$ cat config.mk
export PLATFORM = sky130hd
export DESIGN_NAME = frac_sdm_mod
export DESIGN_NICKNAME = d
export VERILOG_FILES = /design/src/rtl/sdm_pkg.sv /design/src/rtl/sdm_lfsr.sv /design/src/rtl/sdm_acc_stage.sv /design/src/rtl/sdm_noise_comb.sv /design/src/rtl/frac_sdm_mod.sv
export SDC_FILE = /design/constraint.sdc
export NUM_CORES = 1
export LEC_CHECK = 0
export BUFFER_PORTS_ARGS = -buffer_cell sky130_fd_sc_hd__buf_2
export CORE_MARGIN = 8
export CORE_UTILIZATION = 64
export CTS_CLUSTER_SIZE = 20
export DETAILED_ROUTE_END_ITERATION = 8
export PLACE_DENSITY = 0.83
export RECOVER_POWER = 25
export SYNTH_ARGS = -nofsm -noshare
export SYNTH_HDL_FRONTEND = slang
export SYNTH_SLANG_ARGS = --single-unit
$ cat constraint.sdc
create_clock -name clk -period 13.7 [get_ports clk]
set_clock_uncertainty 0.05 [all_clocks]
set_input_delay 0.685 -clock clk [delete_from_list [all_inputs] [get_ports clk]]
set_output_delay 0.685 -clock clk [all_outputs]
set_load 0.05 [all_outputs]
$ cat src/rtl/sdm_pkg.sv
package sdm_pkg;

   // Width of the signed divide-ratio offset; holds -3..+4 for order 3.
   localparam int OFF_W = 4;

   typedef struct packed {
      logic [1:0] ord;
      logic       dith;
   } sdm_cfg_t;

   // Feedback tap masks for maximal-length Fibonacci shift registers.
   // Bit (n-1) set for each polynomial term x^n; zero marks an unsupported width.
   function automatic logic [31:0] lfsr_taps(input int w);
      case (w)
         7:       return 32'h0000_0060;
         9:       return 32'h0000_0110;
         10:      return 32'h0000_0240;
         11:      return 32'h0000_0500;
         15:      return 32'h0000_6000;
         17:      return 32'h0001_2000;
         20:      return 32'h0009_0000;
         23:      return 32'h0042_0000;
         31:      return 32'h4800_0000;
         default: return 32'h0000_0000;
      endcase
   endfunction

endpackage

$ cat src/rtl/sdm_lfsr.sv
module sdm_lfsr #(
   parameter int             W    = 15,
   parameter logic [W-1:0]   SEED = 1
) (
   input  logic clk,
   input  logic rst_n,
   input  logic clr,
   input  logic adv,
   output logic bit_o
);
   localparam logic [31:0]  TAPS32 = sdm_pkg::lfsr_taps(W);
   localparam logic [W-1:0] TAPS   = TAPS32[W-1:0];

   generate
      if (TAPS32 == 32'h0) begin : g_bad_width
         $fatal(1, "sdm_lfsr: unsupported width %0d", W);
      end
      if (SEED == '0) begin : g_bad_seed
         $fatal(1, "sdm_lfsr: seed must be nonzero");
      end
   endgenerate

   logic [W-1:0] st_q;
   logic         fb;

   assign fb    = ^(st_q & TAPS);
   assign bit_o = st_q[W-1];

   always_ff @(posedge clk or negedge rst_n) begin
      if (!rst_n)      st_q <= SEED;
      else if (clr)    st_q <= SEED;
      else if (adv)    st_q <= {st_q[W-2:0], fb};
   end

endmodule

$ cat src/rtl/sdm_acc_stage.sv
module sdm_acc_stage #(
   parameter int W = 16
) (
   input  logic         clk,
   input  logic         rst_n,
   input  logic         clr,
   input  logic         en,
   input  logic [W-1:0] den_i,
   input  logic [W:0]   add_i,
   output logic         carry_o,
   output logic [W-1:0] res_o
);
   logic [W-1:0] acc_q;
   logic [W:0]   sum;
   logic [W:0]   den_x;

   // acc_q < den and add_i <= den, so one subtraction always suffices.
   assign den_x   = {1'b0, den_i};
   assign sum     = {1'b0, acc_q} + add_i;
   assign carry_o = (sum >= den_x);
   assign res_o   = carry_o ? W'(sum - den_x) : sum[W-1:0];

   always_ff @(posedge clk or negedge rst_n) begin
      if (!rst_n)      acc_q <= '0;
      else if (clr)    acc_q <= '0;
      else if (en)     acc_q <= res_o;
   end

endmodule

$ cat src/rtl/sdm_noise_comb.sv
module sdm_noise_comb #(
   parameter int OW = 4
) (
   input  logic                 clk,
   input  logic                 rst_n,
   input  logic                 clr,
   input  logic                 adv,
   input  logic [1:0]           ord,
   input  logic [2:0]           carry,
   output logic signed [OW-1:0] off_o,
   output logic                 valid_o
);
   generate
      if (OW < 4) begin : g_bad_ow
         $fatal(1, "sdm_noise_comb: offset width %0d too narrow", OW);
      end
   endgenerate

   logic c1, c2, c3;
   logic c2_d1, c3_d1, c3_d2;
   logic signed [OW-1:0] t1, t2, t2p, t3, t3p, t3pp, y;

   assign c1 = carry[0];
   assign c2 = (ord >= 2'd2) ? carry[1] : 1'b0;
   assign c3 = (ord == 2'd3) ? carry[2] : 1'b0;

   always_comb begin
      t1   = OW'(c1);
      t2   = OW'(c2);
      t2p  = OW'(c2_d1);
      t3   = OW'(c3);
      t3p  = OW'(c3_d1);
      t3pp = OW'(c3_d2);
      // (1 - z^-1) on stage 2, (1 - z^-1)^2 on stage 3.
      y    = t1 + (t2 - t2p) + (t3 - (t3p <<< 1) + t3pp);
   end

   always_ff @(posedge clk or negedge rst_n) begin
      if (!rst_n) begin
         c2_d1   <= 1'b0;
         c3_d1   <= 1'b0;
         c3_d2   <= 1'b0;
         off_o   <= '0;
         valid_o <= 1'b0;
      end else begin
         valid_o <= adv;
         if (clr) begin
            c2_d1 <= 1'b0;
            c3_d1 <= 1'b0;
            c3_d2 <= 1'b0;
            off_o <= '0;
         end else if (adv) begin
            c2_d1 <= c2;
            c3_d1 <= c3;
            c3_d2 <= c3_d1;
            off_o <= y;
         end
      end
   end

endmodule

$ cat src/rtl/frac_sdm_mod.sv
module frac_sdm_mod #(
   parameter int ACC_W  = 16,
   parameter int LFSR_W = 15
) (
   input  logic                              clk,
   input  logic                              rst_n,
   input  logic                              step_i,
   input  logic [ACC_W-1:0]                  num_i,
   input  logic [ACC_W-1:0]                  den_i,
   input  logic [1:0]                        order_i,
   input  logic                              dither_en_i,
   output logic signed [sdm_pkg::OFF_W-1:0]  offset_o,
   output logic                              valid_o
);
   import sdm_pkg::*;

   localparam int NSTG = 3;

   generate
      if (ACC_W < 2 || ACC_W > 30) begin : g_bad_accw
         $fatal(1, "frac_sdm_mod: ACC_W %0d out of range", ACC_W);
      end
   endgenerate

   sdm_cfg_t cfg_now, cfg_q;
   logic     clr, adv;
   logic [1:0] ord_eff;
   logic     lfsr_bit, inj_bit;

   logic [ACC_W:0]   stg_add [NSTG];
   logic [ACC_W-1:0] stg_res [NSTG];
   logic [NSTG-1:0]  stg_cy;

   assign cfg_now = '{ord: order_i, dith: dither_en_i};
   assign clr     = (cfg_now != cfg_q);
   assign adv     = step_i & ~clr;
   assign ord_eff = (order_i == 2'd0) ? 2'd1 : order_i;
   assign inj_bit = dither_en_i & lfsr_bit;

   always_ff @(posedge clk or negedge rst_n) begin
      if (!rst_n) cfg_q <= '{ord: 2'd1, dith: 1'b0};
      else        cfg_q <= cfg_now;
   end

   sdm_lfsr #(.W(LFSR_W)) u_dith (
      .clk   (clk),
      .rst_n (rst_n),
      .clr   (clr),
      .adv   (adv),
      .bit_o (lfsr_bit)
   );

   generate
      for (genvar k = 0; k < NSTG; k++) begin : g_stg
         if (k == 0) begin : g_first
            assign stg_add[k] = {1'b0, num_i};
         end else begin : g_next
            // Dither enters only the last active stage.
            assign stg_add[k] = {1'b0, stg_res[k-1]}
                              + (ACC_W+1)'(inj_bit && (ord_eff == 2'(k+1)));
         end
         sdm_acc_stage #(.W(ACC_W)) u_acc (
            .clk     (clk),
            .rst_n   (rst_n),
            .clr     (clr),
            .en      (adv && (ord_eff > 2'(k))),
            .den_i   (den_i),
            .add_i   (stg_add[k]),
            .carry_o (stg_cy[k]),
            .res_o   (stg_res[k])
         );
      end
   endgenerate

   sdm_noise_comb #(.OW(OFF_W)) u_comb (
      .clk     (clk),
      .rst_n   (rst_n),
      .clr     (clr),
      .adv     (adv),
      .ord     (ord_eff),
      .carry   (stg_cy),
      .off_o   (offset_o),
      .valid_o (valid_o)
   );

endmodule

==> results.json, run 1 <==
{
  "arrival_ns": 12.46,
  "fp.dieArea_um2": 16900,
  "p_leak_nw": 4.59,
  "async_flop_share": 1.00,
  "drive_gt1_frac": 0.118,
  "synth_area_leaders": "dfrtp_1 22%, ha_1 15%, xnor2_1 5.7%",
  "power_density_nw_per_um2": 238,
  "period_needed_ns": 12.32,
  "syn_area_um2": 8330,
  "h-tree-depth": 3,
  "crit_slowest_cell": "o311ai_0",
  "postCtsSetupBuffers": 0,
  "num-nets-final": 1130,
  "ant_nets": 0,
  "rows": 41,
  "grt_pass1_vias": 7134,
  "vias": 7336,
  "path_class": "in2reg",
  "fin_crit_sh": 0.899,
  "critPathMostFrequentCell": "ha_1",
  "cpPeakStageDelay_ns": 0.62,
  "instances_no_fill": 1160,
  "placement.io_buffers": 42,
  "cts.clk_slew.worst_paths_ns": 0.06,
  "cts-hold-fix-buffers": 0,
  "status": "complete, but fails checks",
  "yosysTopAreaCellShare": 0.216,
  "max_slew_margin": -1.78,
  "vias_per_cell": 6.32,
  "yosys.area.top_type": "dfrtp_1",
  "endpoint_kind": "flip-flop",
  "synth-seq-area-share": 0.223,
  "maxCapViolations": 1,
  "setup_tns_ns": 0,
  "hpwl_mm": 16.1,
  "ys.flop_type": "dfrtp_1",
  "synth-seq-cells": 74,
  "crit_required_ns": 13.84,
  "rsz0062_at_grt": "false",
  "grt_overflow": 0,
  "clock_path_buffers": 2,
  "wl_per_cell_um": 18.3,
  "finalHoldViolations": 0,
  "grt_antenna_before_repair": 0,
  "worstHoldPathType": "reg2reg",
  "cts_buffers": 9,
  "syn_to_final_growth_pct": 7.32,
  "cts_tree": "done",
  "postPlaceCellArea_um2": 8640,
  "synth_most_common_cell": "ha_1",
  "slew_violations": 75,
  "grt_first_pass_wirelength_mm": 34.9,
  "syn_nets": 1103,
  "setup_viol": 0,
  "pre_cts_slack_ns": 1.18,
  "gp_congestion": 0.951,
  "synthTopCellsByCount": "99 x ha_1, 87 x nor2_1, 72 x dfrtp_1",
  "drt-total-wl_mm": 21.2,
  "ys_warn_count": 0,
  "clockRootBuffer": "clkbuf_16",
  "ir_drop_uv": 231,
  "syn_inst": 956,
  "stdcell_area_um2": 8940,
  "core_um2": 12700,
  "cts_resized": 0,
  "synth-edff-count": 0,
  "drc": 0,
  "first_pass_iters": 5,
  "violations": "capacitance limit, slew limit",
  "worst_slack_ns": 1.38,
  "worst_slew_pin_slew_ns": 4.17,
  "crit_start": "num_i[0]",
  "fp.dieH_um": 130,
  "fmax_mhz": 81.2,
  "clock_sinks": 74,
  "drt_iter0_drc": 655,
  "syn_area_per_cell_um2": 8.71,
  "synth.distinct_cells": 77,
  "insertion_delay_ns": 0.34,
  "grt_max_degree": 75,
  "initial_utilization": 0.657,
  "startpoint_type": "input port",
  "rr_startpoint": "g_stg[0].u_acc.acc_q[0]",
  "cp_max_fo": 11,
  "min_from": "g_stg[1].u_acc.acc_q[0]",
  "num_io_pins": 43,
  "place_inst": 1144,
  "die_w_um": 130,
  "track_usage": 0.259,
  "diodes": 0
}
stage by stage:
| step | util | total power, mW | hold slack, ns |
|---|---|---|---|
| global route | 0.705 | 2.30 | 0.483 |
| floorplan | - | 1.57 | 0.339 |
| CTS | 0.706 | 2.11 | 0.448 |
| global placement | 0.682 | 1.81 | 0.437 |
| detailed placement | 0.682 | 1.85 | 0.451 |
| finish | 0.705 | 2.13 | 0.462 |
cell usage in the layout, fill, tap and decap left out, types with 9 or more instances in the layout:
cell / instances
mux2_4: 18
nor2b_1: 18
a21oi_1: 64
nor2_1: 87
xor2_1: 22
inv_1: 46
nand3_1: 44
nor3_1: 22
clkbuf_16: 9
xnor2_1: 54
fa_1: 10
dfrtp_1: 72
ha_1: 99
o21ai_0: 56
mux2_2: 10
a211oi_1: 9
o21a_1: 14
mux2i_1: 28
nand2b_1: 14
a21o_1: 42
a31oi_1: 12
nand2_1: 42
buf_2: 38
and3_1: 22
worst max-delay path, delay by kind of cell:
kind                       cells  cell delay, ns
buffers and inverters          3            0.44
AOI/OAI and AO/OA             24            5.57
adders and majority gates     10            3.03
and+or+nand+nor               11            1.50
muxes                          2            0.64
xor gates and xnor gates       3            0.59
area by class of cell:
type / count / area, um2
multi-input cells: 806 / 6160
repair buffers: 46 / 235
fillers: 1031 / 3730
well taps: 172 / 215
flip-flops and latches: 74 / 1850
clock buffers: 9 / 225
clock inverters: 7 / 77.6
inverters: 46 / 173
logic make-up (layout without fill, tap and decap cells):
group | count (synthesis) | count (layout) | share of synthesized area
AOI/OAI and AO/OA | 280 | 280 | 0.236
adders and majority gates | 109 | 109 | 0.173
xor gates and xnor gates | 76 | 76 | 0.0799
DFF | 74 | 74 | 0.223
and+or+nand+nor | 285 | 285 | 0.171
muxes | 56 | 56 | 0.0796
buffers and inverters | 76 | 108 | 0.0380
per-layer routing:
| metal | global-route usage | up-vias | share of wire |
|---|---|---|---|
| met4 | 0.103 | 0 | 0.032 |
| met5 | 0 | - | 0 |
| met2 | 0.420 | 244 | 0.45 |
| li1 | - | 3567 | - |
| met3 | 0.0359 | 52 | 0.054 |
| met1 | 0.342 | 3473 | 0.46 |
final timing paths:
kind / end / slack, ns / cells after the start
worst max register to register: u_comb.off_o[2] / 1.47 / 52
max in group asynchronous: u_comb.valid_o / 9.50 / 1
worst max-delay path: u_comb.off_o[2] / 1.38 / 53
worst min-delay path: g_stg[1].u_acc.acc_q[0] / 0.46 / 2
worst min register to register: g_stg[1].u_acc.acc_q[0] / 0.46 / 2
min in group asynchronous: g_stg[2].u_acc.acc_q[3] / 1.76 / 1
flip-flops by register name, summed over array words and instances (netlist names):
signal,count
g_stg.u_acc.acc_q,48
u_comb.off_o,4
u_comb.c3_d2,1
u_comb.valid_o,1
u_comb.c3_d1,1
u_dith.st_q,15
u_comb.c2_d1,1
cfg_q,3
report_power, final:
part / switching (mW) / internal, mW / leakage, nW
clock: 0.102 / 0.142 / 0.146
combinational: 0.918 / 0.729 / 3.42
sequential: 0.00638 / 0.229 / 1.02
total: 1.03 / 1.10 / 4.59
Power figures use the tool's default switching activity.
==> run 2: changes to the inputs <==
ABC_AREA = 1   (was unset)
PLACE_DENSITY = unset   (was 0.83)
PLACE_DENSITY_LB_ADDON = 0.08   (was unset)
==> run 2 against run 1 <==
The run still ends with capacitance limit, slew limit left. Critical endpoint unchanged. Critical path depth is 8 higher. Synthesized cell count is 52% higher. Routed wire length is 26% higher. Cell area is 9.4% higher. Sequential power hardly changed. Die area is 8.6% higher.
==> results.json, run 2 <==
{
  "status": "complete, but fails checks",
  "violations": "capacitance limit, slew limit",
  "use_met1": 0.373,
  "syn_nets": 1603,
  "placement.io_buffers": 42,
  "multi_input_area_um2": 6320,
  "synthTopCellsByCount": "525 x nand2_1, 225 x inv_1, 136 x nand3_1",
  "worstHoldPathType": "reg2reg",
  "ys_warn_count": 0,
  "r2r_cells": 60,
  "max_slew_margin": -1.74,
  "clockRootBuffer": "clkbuf_16",
  "cp-endpoint": "u_comb.off_o[2]",
  "clock_sinks": 74,
  "synth.distinct_cells": 44,
  "p_leak_nw": 5.80,
  "seqCellArea_um2": 1850,
  "rsz0062_at_grt": "false",
  "drt_iter0_drc": 836,
  "drc": 0,
  "synth-seq-cells": 74,
  "async_flop_share": 1.00,
  "largest_reg_flops": 48,
  "mostFrequentLayoutCell": "nand2_1",
  "yosys.area.top_type": "nand2_1",
  "stdcell_area_um2": 9770,
  "track_usage": 0.295,
  "cts.clk_slew.worst_paths_ns": 0.07,
  "fill_cells": 1280,
  "synth-edff-count": 0,
  "arrival_ns": 11.70,
  "power_density_nw_per_um2": 218,
  "grt_max_degree": 75,
  "die_w_um": 136,
  "startpoint_type": "input port",
  "instances_no_fill": 1676,
  "hpwl_mm": 21.1,
  "syn_to_final_growth_pct": 6.87,
  "cpPeakStageDelay_ns": 0.72,
  "grt_first_pass_wirelength_mm": 43.1,
  "grt.busiest_layer": "met2",
  "fp.dieArea_um2": 18400,
  "crit_start": "num_i[0]",
  "final_util": 0.701,
  "endpoint_kind": "flip-flop",
  "core_um2": 13900,
  "path_class": "in2reg",
  "postPlaceCellArea_um2": 9470,
  "worst_slew_pin_slew_ns": 4.11,
  "rr_startpoint": "g_stg[0].u_acc.acc_q[0]",
  "ir_drop_uv": 123,
  "fin_crit_sh": 0.837,
  "grt_overflow": 0,
  "ys.flop_type": "dfrtp_1",
  "reg_top3": "g_stg.u_acc.acc_q: 48 flops, u_dith.st_q: 15 flops, u_comb.off_o: 4 flops",
  "rrSetupSlack_ns": 2.29,
  "place_inst": 1660,
  "syn_area_per_cell_um2": 6.28,
  "diodes": 0,
  "slew_violations": 75,
  "synth-seq-area-share": 0.203,
  "ant_nets": 0,
  "postCtsSetupBuffers": 0,
  "wl_per_cell_um": 16.0,
  "cts_buffers": 9,
  "grt_antenna_before_repair": 0,
  "crit_slowest_cell": "a21oi_1",
  "num_io_pins": 43,
  "timing.hold.ws_ns": 0.438,
  "cts_tree": "done",
  "yosysTopAreaCellShare": 0.215,
  "cts_resized": 0,
  "cp_max_fo": 18,
  "initial_utilization": 0.656,
  "setup_tns_ns": 0,
  "cts-hold-fix-buffers": 0,
  "syn_inst": 1456,
  "h-tree-depth": 3,
  "clock_path_buffers": 2,
  "grt_pass1_vias": 8751,
  "insertion_delay_ns": 0.35,
  "num-nets-final": 1638,
  "vias_per_cell": 5.66,
  "syn_area_um2": 9150,
  "drt-total-wl_mm": 26.8,
  "grtUsageMet2": 0.490,
  "rr_endpoint": "u_comb.off_o[2]",
  "period_needed_ns": 11.47,
  "first_pass_iters": 5,
  "vias": 9492,
  "synth_area_leaders": "nand2_1 22%, dfrtp_1 20%, ha_1 14%",
  "gp_congestion": 0.995,
  "fp.dieH_um": 136,
  "finalHoldViolations": 0,
  "critPathMostFrequentCell": "nand2_1",
  "synth_most_common_cell": "nand2_1",
  "setup_viol": 0,
  "regMostFlops": "g_stg.u_acc.acc_q",
  "fmax_mhz": 87.2,
  "rows": 43,
  "drive_gt1_frac": 0.0515,
  "crit_required_ns": 13.92,
  "maxCapViolations": 1,
  "most-common-layout-cells": "525 x nand2_1, 225 x inv_1, 136 x nand3_1, 99 x ha_1, 74 x nor2_1",
  "gr-usage-met3": 0.0497
}
-- run 2: cell count changes in the layout (fill, tap and decap cells not counted), sizes merged, moves of 28 or more --
cell	previous run	this run
nand3	44	138
mux2i	28	0
a21o	42	3
inv	47	231
o21ai	57	21
nand2	43	531
xnor2	54	25
and2	5	37
mux2	28	0
-- run 2: per-stage QoR --
step	power, mW	setup WS, ns
after CTS	2.10	2.45
after global routing	2.33	1.11
after floorplan	1.49	4.36
after detailed placement	1.83	2.15
after global placement	1.82	2.61
final	2.13	2.23
-- run 2: where the power goes --
| part | leakage, nW | internal, mW | switching (mW) |
|---|---|---|---|
| Sequential | 1.02 | 0.228 | 0.00676 |
| Clock | 0.149 | 0.145 | 0.115 |
| Combinational | 4.63 | 0.569 | 1.07 |
-- run 2: worst min path at each step --
stage                                  start                        to  slack, ns  cells after the start
CTS                               order_i[0]                  cfg_q[1]       0.44                      1
detailed placement   g_stg[2].u_acc.acc_q[0]   g_stg[2].u_acc.acc_q[0]       0.42                      2
floorplan                              rst_n                  cfg_q[0]       0.34                      0
finish              g_stg[0].u_acc.acc_q[15]  g_stg[0].u_acc.acc_q[15]       0.44                      2
global route                    u_comb.c2_d1              u_comb.c2_d1       0.45                      2
global placement     g_stg[2].u_acc.acc_q[0]   g_stg[2].u_acc.acc_q[0]       0.41                      2
-- run 2: cells by family (layout without fill, tap and decap cells) --
group                    after synthesis  count (layout)  share of synthesized area
AO/OA/AOI/OAI                        131             131                     0.0809
XOR/XNOR                              53              53                     0.0508
adder cells (fa/ha/maj)              109             109                      0.157
buffers and inverters                245             285                      0.106
flip-flops                            74              74                      0.203
AND/OR/NAND/NOR                      844             844                      0.403
-- run 2: layout make-up --
type,count,area share
Tap cell,180,0.0230
Sequential cell,74,0.190
Clock inverter,7,0.00858
Multi-Input combinational cell,1137,0.647
Clock buffer,9,0.0230
Inverter,227,0.0874
Timing Repair Buffer,42,0.0210
-- run 2: worst max-delay path, delay by kind of cell --
kind            cells  cell delay (ns)
simple gates       32             4.26
fa+ha+maj          11             3.51
compound gates      6             1.58
xor+xnor            4             0.82
buf+inv             8             0.80
-- run 2: metal layers --
metal	routed length, um	vias to the layer above
met4	979	0
met1	11600	4343
met2	12400	357
li1	-	4721
met5	0	-
met3	1750	71
